[src/rtl/dphy_tport_pkg.sv]
// Shared types for the D-PHY test-port sequencer.
// Assumes: nothing beyond IEEE 1800-2017 enums.
package dphy_tport_pkg;

    // Command codes carried on cmd_op.
    typedef enum logic [1:0] {
        OP_WRITE  = 2'd0,
        OP_CLEAR  = 2'd1,
        OP_PWRUP  = 2'd2,
        OP_PWROFF = 2'd3
    } tport_op_e;

    // Sequencer states; each names one visible phase on the pins.
    typedef enum logic [3:0] {
        S_IDLE,
        S_A_SET,
        S_A_HI,
        S_A_HLD,
        S_D_SET,
        S_D_HI,
        S_D_HLD,
        S_C_LO0,
        S_C_HI,
        S_C_LO1,
        S_P_CLK,
        S_P_SHD,
        S_P_RST,
        S_P_SMP,
        S_P_WAIT,
        S_OFF
    } tport_state_e;

endpackage

[src/rtl/dphy_tport_timer.sv]
// Phase timer: a loadable down-counter that flags the last cycle of a phase.
// Assumes: the owner pulses load on every phase entry with (length - 1).
module dphy_tport_timer #(
    parameter int W = 9
) (
    input  logic         clk,
    input  logic         rst_n,
    input  logic         load,
    input  logic [W-1:0] load_val,
    output logic         expired
);

    logic [W-1:0] cnt;

    // Count down the current phase; reload on phase entry.
    always_ff @(posedge clk) begin
        if (!rst_n) begin
            cnt <= '0;
        end else if (load) begin
            cnt <= load_val;
        end else if (cnt != '0) begin
            cnt <= cnt - W'(1);
        end
    end

    assign expired = (cnt == '0);

endmodule

[src/rtl/dphy_tport_poll.sv]
// Poll bookkeeping: counts failed status samples and owns the sticky not-ready flag.
// Assumes: clr is pulsed when a power-up command is accepted; step and timeout
// are mutually exclusive single-cycle pulses from the sampling state.
module dphy_tport_poll #(
    parameter int POLL_MAX = 100,
    localparam int PC_W    = $clog2(POLL_MAX + 1)
) (
    input  logic clk,
    input  logic rst_n,
    input  logic clr,
    input  logic step,
    input  logic timeout,
    output logic last,
    output logic not_ready
);

    logic [PC_W-1:0] cnt;

    // Track how many samples have failed in this power-up.
    always_ff @(posedge clk) begin
        if (!rst_n || clr) begin
            cnt <= '0;
        end else if (step) begin
            cnt <= cnt + PC_W'(1);
        end
    end

    // Raise not-ready on timeout; only a new power-up lowers it.
    always_ff @(posedge clk) begin
        if (!rst_n || clr) begin
            not_ready <= 1'b0;
        end else if (timeout) begin
            not_ready <= 1'b1;
        end
    end

    assign last = (cnt == PC_W'(POLL_MAX - 1));

    // the sample budget can never be exceeded.
    p_poll_bound_r6: assert property (@(posedge clk) disable iff (!rst_n)
        cnt < PC_W'(POLL_MAX));

    // the flag only rises after the final allowed sample.
    p_flag_after_last_r6: assert property (@(posedge clk) disable iff (!rst_n)
        $rose(not_ready) |-> $past(last));

endmodule

[src/rtl/dphy_tport_seq.sv]
// D-PHY test-port sequencer top.
// Accepts one command at a time (write, clear, power-up, power-off) and plays
// it out on the test-port pins and PHY power controls. Phase lengths come from
// phase_len (sampled at accept), the power-step wait from STEP_CYC, and the
// poll spacing and budget from POLL_WAIT and POLL_MAX.
// Assumes: phy_stat is already synchronous to clk; POLL_WAIT >= 1, STEP_CYC >= 1.
module dphy_tport_seq #(
    parameter int PH_W      = 8,
    parameter int STEP_CYC  = 100,
    parameter int POLL_WAIT = 99,
    parameter int POLL_MAX  = 100
) (
    input  logic            clk,
    input  logic            rst_n,
    input  logic            cmd_valid,
    output logic            cmd_ready,
    input  logic [1:0]      cmd_op,
    input  logic [7:0]      cmd_addr,
    input  logic [7:0]      cmd_data,
    input  logic [PH_W-1:0] phase_len,
    output logic            busy,
    output logic            not_ready,
    input  logic [2:0]      phy_stat,
    output logic            tp_clear,
    output logic            tp_strobe,
    output logic            tp_addr_sel,
    output logic [7:0]      tp_bus,
    output logic            phy_clk_en,
    output logic            phy_power_on,
    output logic            phy_out_of_reset
);
    import dphy_tport_pkg::*;

    localparam int PH_MAX = (1 << PH_W);
    localparam int M1     = (PH_MAX > STEP_CYC) ? PH_MAX : STEP_CYC;
    localparam int M2     = (M1 > POLL_WAIT) ? M1 : POLL_WAIT;
    localparam int CNT_W  = $clog2(M2) + 1;

    tport_state_e     state, state_n;
    logic [7:0]       addr_q, data_q;
    logic [CNT_W-1:0] lenm1_q, load_val;
    logic             accept, expired, stat_ok;
    logic             poll_last, poll_step, poll_to;
    logic [2:0]       pwr_q;   // {out_of_reset, power_on, clk_en}

    assign cmd_ready = (state == S_IDLE);
    assign busy      = (state != S_IDLE);
    assign accept    = cmd_valid && cmd_ready;
    assign stat_ok   = |(phy_stat & 3'b101);

    // Latch the command fields and phase length at accept.
    always_ff @(posedge clk) begin
        if (!rst_n) begin
            addr_q  <= '0;
            data_q  <= '0;
            lenm1_q <= '0;
        end else if (accept) begin
            addr_q  <= cmd_addr;
            data_q  <= cmd_data;
            lenm1_q <= (phase_len == '0) ? '0 : CNT_W'(phase_len) - CNT_W'(1);
        end
    end

    // Choose the next phase from the current one, the timer and the status.
    always_comb begin
        state_n = state;
        unique case (state)
            S_IDLE: begin
                if (cmd_valid) begin
                    unique case (tport_op_e'(cmd_op))
                        OP_WRITE:  state_n = S_A_SET;
                        OP_CLEAR:  state_n = S_C_LO0;
                        OP_PWRUP:  state_n = S_P_CLK;
                        OP_PWROFF: state_n = S_OFF;
                    endcase
                end
            end
            S_A_SET:  if (expired) state_n = S_A_HI;
            S_A_HI:   if (expired) state_n = S_A_HLD;
            S_A_HLD:  if (expired) state_n = S_D_SET;
            S_D_SET:  if (expired) state_n = S_D_HI;
            S_D_HI:   if (expired) state_n = S_D_HLD;
            S_D_HLD:  if (expired) state_n = S_IDLE;
            S_C_LO0:  if (expired) state_n = S_C_HI;
            S_C_HI:   if (expired) state_n = S_C_LO1;
            S_C_LO1:  if (expired) state_n = S_IDLE;
            S_P_CLK:  if (expired) state_n = S_P_SHD;
            S_P_SHD:  if (expired) state_n = S_P_RST;
            S_P_RST:  if (expired) state_n = S_P_SMP;
            S_P_SMP:  state_n = (stat_ok || poll_last) ? S_IDLE : S_P_WAIT;
            S_P_WAIT: if (expired) state_n = S_P_SMP;
            S_OFF:    state_n = S_IDLE;
        endcase
    end

    // Pick the length of the phase being entered.
    always_comb begin
        unique case (state_n)
            S_P_CLK, S_P_SHD, S_P_RST: load_val = CNT_W'(STEP_CYC - 1);
            S_P_WAIT:                  load_val = CNT_W'(POLL_WAIT - 1);
            S_P_SMP, S_OFF, S_IDLE:    load_val = '0;
            default:
                load_val = accept ? ((phase_len == '0) ? '0
                                     : CNT_W'(phase_len) - CNT_W'(1))
                                  : lenm1_q;
        endcase
    end

    // Advance the sequencer state.
    always_ff @(posedge clk) begin
        if (!rst_n) state <= S_IDLE;
        else        state <= state_n;
    end

    dphy_tport_timer #(.W(CNT_W)) u_timer (
        .clk      (clk),
        .rst_n    (rst_n),
        .load     (state_n != state),
        .load_val (load_val),
        .expired  (expired)
    );

    assign poll_step = (state == S_P_SMP) && !stat_ok && !poll_last;
    assign poll_to   = (state == S_P_SMP) && !stat_ok && poll_last;

    dphy_tport_poll #(.POLL_MAX(POLL_MAX)) u_poll (
        .clk       (clk),
        .rst_n     (rst_n),
        .clr       (accept && (cmd_op == OP_PWRUP)),
        .step      (poll_step),
        .timeout   (poll_to),
        .last      (poll_last),
        .not_ready (not_ready)
    );

    // Step the PHY power controls: set at accept, add one control per step.
    always_ff @(posedge clk) begin
        if (!rst_n) begin
            pwr_q <= 3'b000;
        end else if (accept) begin
            pwr_q <= (cmd_op == OP_PWRUP) ? 3'b001 : (cmd_op == OP_WRITE) ? pwr_q : 3'b000;
        end else if (state == S_P_CLK && expired) begin
            pwr_q <= 3'b011;
        end else if (state == S_P_SHD && expired) begin
            pwr_q <= 3'b111;
        end
    end

    assign phy_clk_en       = pwr_q[0];
    assign phy_power_on     = pwr_q[1];
    assign phy_out_of_reset = pwr_q[2];

    // Decode the test-port pins from the current phase.
    always_comb begin
        tp_clear    = (state == S_C_HI);
        tp_strobe   = (state == S_A_HI) || (state == S_D_HI);
        tp_addr_sel = (state == S_A_SET) || (state == S_A_HI) || (state == S_A_HLD);
        if (tp_addr_sel)
            tp_bus = addr_q;
        else if ((state == S_D_SET) || (state == S_D_HI) || (state == S_D_HLD))
            tp_bus = data_q;
        else
            tp_bus = 8'h00;
    end

    // the bus and select are steady while the strobe is high.
    p_strobe_stable_r2: assert property (@(posedge clk) disable iff (!rst_n)
        tp_strobe |-> ($stable(tp_bus) && $stable(tp_addr_sel)));

    // clear and strobe never overlap, and clear only pulses with reset held.
    p_clear_excl_r3: assert property (@(posedge clk) disable iff (!rst_n)
        tp_clear |-> (!tp_strobe && !phy_out_of_reset));

    // reset release implies the two earlier steps are in place.
    p_pwr_order_r4: assert property (@(posedge clk) disable iff (!rst_n)
        phy_out_of_reset |-> (phy_power_on && phy_clk_en));

    // power-on only rises once the clock enable was already up.
    p_pwr_step_r4: assert property (@(posedge clk) disable iff (!rst_n)
        $rose(phy_power_on) |-> $past(phy_clk_en));

    // the not-ready flag rises exactly when a command ends.
    p_flag_at_end_r6: assert property (@(posedge clk) disable iff (!rst_n)
        $rose(not_ready) |-> $fell(busy));

    // an accepted command makes the block busy on the next cycle.
    p_accept_busy_r7: assert property (@(posedge clk) disable iff (!rst_n)
        (cmd_valid && cmd_ready) |=> busy);

endmodule

[config.mk]
export PLATFORM = sky130hd
export DESIGN_NAME = dphy_tport_seq
export DESIGN_NICKNAME = d
export VERILOG_FILES = /design/src/rtl/dphy_tport_pkg.sv /design/src/rtl/dphy_tport_timer.sv /design/src/rtl/dphy_tport_poll.sv /design/src/rtl/dphy_tport_seq.sv
export SDC_FILE = /design/constraint.sdc
export NUM_CORES = 1
export LEC_CHECK = 0
export BUFFER_PORTS_ARGS = -buffer_cell sky130_fd_sc_hd__buf_2
export CORE_MARGIN = 3
export CORE_UTILIZATION = 55
export DETAILED_ROUTE_END_ITERATION = 10
export PLACE_DENSITY = 0.79
export SYNTH_ARGS = -nofsm -noshare
export SYNTH_HDL_FRONTEND = slang
export SYNTH_SLANG_ARGS = --single-unit
export TNS_END_PERCENT = 5
[constraint.sdc]
create_clock -name clk -period 4.7 [get_ports clk]
set_input_delay 0.705 -clock clk [delete_from_list [all_inputs] [get_ports clk]]
set_output_delay 0.705 -clock clk [all_outputs]
set_load 0.02 [all_outputs]
Yosys cells after proc, flatten, opt, wreduce, memory -nomap -nowiden
Index checks and enable logic that the tools add are counted.
{"block": "classes", "n_mux": 27, "reduce_logical": 32, "addsub": 3, "n_eq_ne": 27}
{"op": "4-bit equality test (second input constant)", "count": 14}
{"op": "4-bit one-hot mux with 14 select lines", "count": 1}
{"op": "4-bit 2-to-1 mux", "count": 13}
{"op": "9-bit 2-to-1 mux", "count": 4}
{"op": "9-bit one-hot mux with 3 select lines", "count": 1}
{"op": "4-bit by 3-bit equality test with 1-bit output (second input constant)", "count": 4}
{"op": "8-bit 2-to-1 mux", "count": 2}
{"op": "4-bit one-hot mux with 4 select lines", "count": 1}
{"op": "3-bit 2-to-1 mux", "count": 5}
{"op": "9-bit logical NOT", "count": 1}
{"op": "9-bit nonzero test", "count": 1}
{"op": "8-bit by 1-bit subtractor with 9-bit output (second input constant)", "count": 1}
{"op": "9-bit by 1-bit subtractor with 9-bit output (second input constant)", "count": 1}
{"op": "4-bit by 2-bit equality test with 1-bit output (second input constant)", "count": 2}
{"op": "4-bit logical NOT", "count": 2}
{"op": "8-bit logical NOT", "count": 1}
{"op": "7-bit by 1-bit adder with 7-bit output (second input constant)", "count": 1}
{"op": "7-bit equality test (second input constant)", "count": 1}
{"op": "1-bit logical AND", "count": 7}
{"op": "1-bit logical OR", "count": 7}
{"op": "2-bit OR reduction", "count": 3}
{"op": "3-bit OR reduction", "count": 2}
{"op": "2-bit equality test (second input constant)", "count": 2}
{"op": "4-bit by 1-bit equality test with 1-bit output (second input constant)", "count": 1}
{"op": "other kinds (9)", "count": 11}
{"block": "word_totals", "word_cells": 97, "ff_bits": 49, "inputBits": 32, "output_inout_bits": 17}

Depth between registers and ports, before layout
{"block": "logic_depth", "ltp_word": 8, "depth_mapped": 9, "ltp_nobuf": 9}

Modules after synthesis
Synthesis repeated with hierarchy kept, for this count alone.
{"block": "unflattened", "cells_unflattened": 363, "hier_area_um2": 2802.7}
{"mod": "dphy_tport_seq", "n_inst": 1, "area_each_um2": 1935.6, "seq_area_each_um2": 640.6, "cells_per_inst": 262}
{"mod": "dphy_tport_timer", "n_inst": 1, "area_each_um2": 511.7, "seq_area_each_um2": 180.2, "cells_per_inst": 62}
{"mod": "dphy_tport_poll", "n_inst": 1, "area_each_um2": 355.3, "seq_area_each_um2": 160.2, "cells_per_inst": 39}

Least setup slack after synthesis
Ideal clock, no wire load.
{"block": "synth_timing", "path_type": "reg-to-reg", "from": "register u_timer.cnt[0]", "to": "register u_timer.cnt[4]", "n_path_buf": 0, "required_time_ns": 4.612, "slack_ns": 2.297, "stages_incl_launch_ff": 10, "setup_time_ns": 0.088, "synth_period_minus_slack_ns": 2.403, "arrival_ns": 2.315, "cell_sequence": "dfxtp_1 > inv_1 > ha_1 > or4b_4 > o21ai_1 > a21oi_1 > o41a_1 > o21a_1 > a211o_1 > o32ai_2"}
{"block": "synth_between", "elab_chain_len": 7, "elab_cells_between_ends": 29, "cone_classes": "1 x add/sub; 7 x eq/ne; 15 x mux; 6 x reduce/logical"}
{"item": "start, declared", "line_no": "dphy_tport_timer.sv:13", "rtl": "logic [W-1:0] cnt;"}
{"item": "start signal, assigned", "line_no": "dphy_tport_timer.sv:20", "rtl": "cnt <= load_val;"}
{"item": "start signal, assigned", "line_no": "dphy_tport_timer.sv:22", "rtl": "cnt <= cnt - W'(1);"}
{"item": "9-bit logical NOT", "line_no": "dphy_tport_timer.sv:26", "rtl": "assign expired = (cnt == '0);"}
{"item": "4-bit 2-to-1 mux (tied with other cells)", "line_no": "dphy_tport_seq.sv:89, dphy_tport_seq.sv:91"}
{"item": "4-bit one-hot mux with 14 select lines", "line_no": "dphy_tport_seq.sv:67", "rtl": "unique case (state)"}
{"item": "4-bit equality test or 4-bit logical NOT (tied branches)", "line_no": "dphy_tport_seq.sv:98", "rtl": "unique case (state_n)"}
{"item": "3-bit OR reduction", "line_no": "dphy_tport_seq.sv:98"}
{"item": "9-bit one-hot mux with 3 select lines", "line_no": "dphy_tport_seq.sv:98"}
{"item": "9-bit 2-to-1 mux", "line_no": "dphy_tport_timer.sv:19", "rtl": "end else if (load) begin"}
Several ways; a longest one is shown, not always the timed one. The select of a mux whose other input is x is not followed.
A chain may end at the register's enable or synchronous reset.

Worst setup path in the final report
{"block": "layout_timing", "from": "register state[1]", "to": "register u_timer.cnt[4]"}
{"block": "layout_between", "elab_chain_len": 7, "elab_cells_between_ends": 46, "cone_classes": "22 x eq/ne; 16 x mux; 8 x reduce/logical"}
{"item": "start, declared", "line_no": "dphy_tport_seq.sv:39", "rtl": "tport_state_e state, state_n;"}
{"item": "start signal, assigned", "line_no": "dphy_tport_seq.sv:112", "rtl": "else state <= state_n;"}
{"item": "4-bit equality test or 4-bit by 3-bit equality test with 1-bit output (tied branches)", "line_no": "dphy_tport_seq.sv:67"}
{"item": "2-bit OR reduction (no source line)"}
{"item": "4-bit one-hot mux with 14 select lines", "line_no": "dphy_tport_seq.sv:67"}
{"item": "4-bit equality test or 4-bit logical NOT (tied branches)", "line_no": "dphy_tport_seq.sv:98"}
{"item": "3-bit OR reduction", "line_no": "dphy_tport_seq.sv:98"}
{"item": "9-bit one-hot mux with 3 select lines", "line_no": "dphy_tport_seq.sv:98"}
{"item": "9-bit 2-to-1 mux", "line_no": "dphy_tport_timer.sv:19"}
Several ways; a longest one is shown, not always the timed one.

==> results.cfg <==
[routing]
antenna_violating_nets_post_route = 0
drc = 0
wl_um = 6042
dr.first_iter.drc_count = 208
vias_per_cell = 5.810
vias = 2504
dr.pass1.iters = 4
routedWlPerCell_um = 14.02

[cts]
cts_buffers = 5
htree_num_levels = 2
clk_latency_ns = 0.30
clockBufferDepth = 2
clk_pin_slew_worst_paths_ns = 0.09
cts_tree = done
cts-resized-gates = 0
postCtsSetupBuffers = 0
root_buffer = clkbuf_8
cts.sinks = 49
ctsHoldBuffers = 0

[logic_synthesis]
syn-num-nets = 378
syn_area_sq_um = 2665
synth_cell_types = 58
synth_cells = 342
yosysWarnings = 0
synth_edf_count = 0
synth-async-reset-ratio_pct = 0
synth_flop_cell = dfxtp_1
synth_seq_cells = 49
synth-seq-area-share_pct = 36.81
syn_avg_cell_area_sq_um = 7.793

[global_routing]
grt_overflow = 0
grt_use_total_pct = 22.94
grt_pass1_wl_um = 10300
antenna_found_initial = 0
grt_max_degree = 28
grt_pass1_vias = 2320

[floorplanning]
die_y_um = 75.61
die_width_um = 75.61
rows = 24
core_area_sq_um = 4504
io_pins = 49
die-area_sq_um = 5717
initial_core_util_pct = 59.17

[sta]
tightestPinTransition_ns = 0.8685
tns_ns = 0
rsz0062_at_grt = false
relSlewSlack_pct = 41.96
holdWs_ns = 0.4572
setup_viol = 0
finalCritPeriodShare_pct = 63.07
hold_viol_final = 0
finalCriticalPeriod_ns = 2.964
finClkSkew_ns = 0.007086
fmax_mhz = 337.3
slew_violations = 0

[layout]
drive_gt1_share_pct = 18.47
fillers = 426
nNetsFinal = 414
fin_util_pct = 66.56
regArea_sq_um = 980.9
antenna_cells = 0
multi_input_area_sq_um = 1559
syn_to_final_growth_pct = 12.49

[power_and_ir_drop]
peakVddDrop_mv = 0.3489
power-per-cell-area_nw_per_um2 = 593.7
finalPower_mw = 1.780
p_leak_nw = 1.234

[critical_path]
worst-path-max-fanout = 24
crit_buf_inv = 0
crit_chain = nor4_4, and2_1, a221o_1, nor2_2, a211o_1, o32ai_2
crit_path_top_delay_cell = and2_1
cp-end-kind = flip-flop
slowest_delay_ns = 0.72
critPathTopFamily = simple AND/OR/NAND/NOR gates
arrival_ns = 3.18
crit_type = flip-flop to flip-flop
crit_path_start_kind = flip-flop
required_ns = 4.91

[worst_hold_path]
hold_class = flip-flop to flip-flop

[run_status]
status = finished, final reports clean

[place]
hpwl_um = 4318
numPortBuffers = 47
gp_congestion = 0.8438

[run]
maxCapViolations = 0
area by class of cell:
| cell class | count | share of cell area, % |
|---|---|---|
| clock inverter | 1 | 0.1669 |
| multi-input combinational | 261 | 52.00 |
| tap | 52 | 2.170 |
| inverter | 13 | 1.628 |
| sequential | 49 | 32.72 |
| timing repair buffer | 48 | 8.097 |
| clock buffer | 7 | 3.214 |
where the power goes:
group / internal, mW / switching (mW) / total, mW
Sequential: 0.506 / 0.109 / 0.616
Clock: 0.133 / 0.137 / 0.270
Combinational: 0.352 / 0.542 / 0.894
Total: 0.991 / 0.789 / 1.78
kinds of logic (layout without fill, tap and decap cells):
| logic type | after synthesis | after routing | synth area share [%] |
|---|---|---|---|
| flip-flops | 49 | 49 | 36.81 |
| AO/OA/AOI/OAI | 81 | 81 | 19.72 |
| adder cells (fa/ha/maj) | 4 | 4 | 1.878 |
| buffers and inverters | 32 | 69 | 4.694 |
| multiplexers | 2 | 2 | 0.7981 |
| AND/OR/NAND/NOR | 159 | 159 | 31.17 |
| XOR/XNOR | 15 | 15 | 4.930 |
routing by layer:
layer / routed length [um] / vias up / global-route usage (%) / part of all wire (%)
li1: - / 1273 / - / -
met1: 2680 / 1169 / 28.61 / 44
met2: 3068 / 51 / 40.46 / 51
met3: 197 / 11 / 3.562 / 3.3
met4: 96 / 0 / 7.184 / 1.6
met5: 0 / - / 0 / 0
Yosys cell counts (2+ instances only):
| library cell | number | area (sq um) |
|---|---|---|
| or3_1 | 5 | 31.28 |
| a31oi_1 | 10 | 62.56 |
| ha_1 | 4 | 50.05 |
| a211o_1 | 3 | 26.28 |
| o22ai_1 | 3 | 18.77 |
| a32oi_1 | 2 | 17.52 |
| and2_1 | 12 | 75.07 |
| a21oi_1 | 29 | 145.1 |
| nor4b_2 | 2 | 30.03 |
| nor2_1 | 40 | 150.1 |
| o21ai_0 | 10 | 50.05 |
| nand3_1 | 5 | 25.02 |
| nand4_1 | 4 | 25.02 |
| inv_1 | 13 | 48.80 |
| nand2_1 | 57 | 214.0 |
| o31ai_1 | 2 | 15.01 |
| and3_1 | 2 | 12.51 |
| buf_2 | 3 | 15.01 |
| buf_1 | 3 | 11.26 |
| nor3_1 | 6 | 30.03 |
| clkbuf_1 | 12 | 45.04 |
| xor2_1 | 7 | 61.31 |
| nor4_4 | 2 | 42.54 |
| dfxtp_1 | 49 | 980.9 |
| nor3b_1 | 10 | 75.07 |
| o21ai_1 | 5 | 25.02 |
| xnor2_1 | 8 | 70.07 |
| o2111ai_1 | 2 | 17.52 |
| nor4_1 | 3 | 18.77 |
worst min-delay path, stage by stage, from the launching register on:
cell and delay [ns]:
dfxtp_1 0.32, nand2_1 0.05, a21oi_1 0.05
metrics by stage:
stage          instances  area (sq um)  setup slack (ns)
5_1_grt              431          2998             1.447
4_1_cts              431          2998             1.717
2_1_floorplan        342          2665             2.297
3_5_place_dp         423          2897             1.746
3_3_place_gp         423          2897             1.745
6_report             431          2998             1.736
sequential cells by signal, summed over array words and instances, names as in the netlist:
name and count:
u_poll.not_ready 1, data_q 8, u_timer.cnt 9, addr_q 8, pwr_q 3, u_poll.cnt 7, state 4, lenm1_q 9
cells in the final DEF, fill, tap and decap left out, drive strengths merged, types with 8 or more instances in the layout:
| cell | n |
|---|---|
| and2 | 12 |
| xnor2 | 8 |
| o21ai | 15 |
| nor3b | 10 |
| a31oi | 10 |
| buf | 48 |
| a21oi | 29 |
| dfxtp | 49 |
| nor2 | 42 |
| nand2 | 57 |
| inv | 13 |
worst paths after layout:
check	start	endpoint	slack (ns)	depth (start not counted)
worst max-delay path	state[1]$_SDFF_PN0_	u_timer.cnt[4]$_SDFFE_PN0P_	1.74	6
worst min-delay path	addr_q[7]$_SDFFE_PN0P_	addr_q[7]$_SDFFE_PN0P_	0.46	2
worst max register to register	state[1]$_SDFF_PN0_	u_timer.cnt[4]$_SDFFE_PN0P_	1.74	6
worst min register to register	addr_q[7]$_SDFFE_PN0P_	addr_q[7]$_SDFFE_PN0P_	0.46	2
Note: power is estimated with default switching activity, not from simulation.
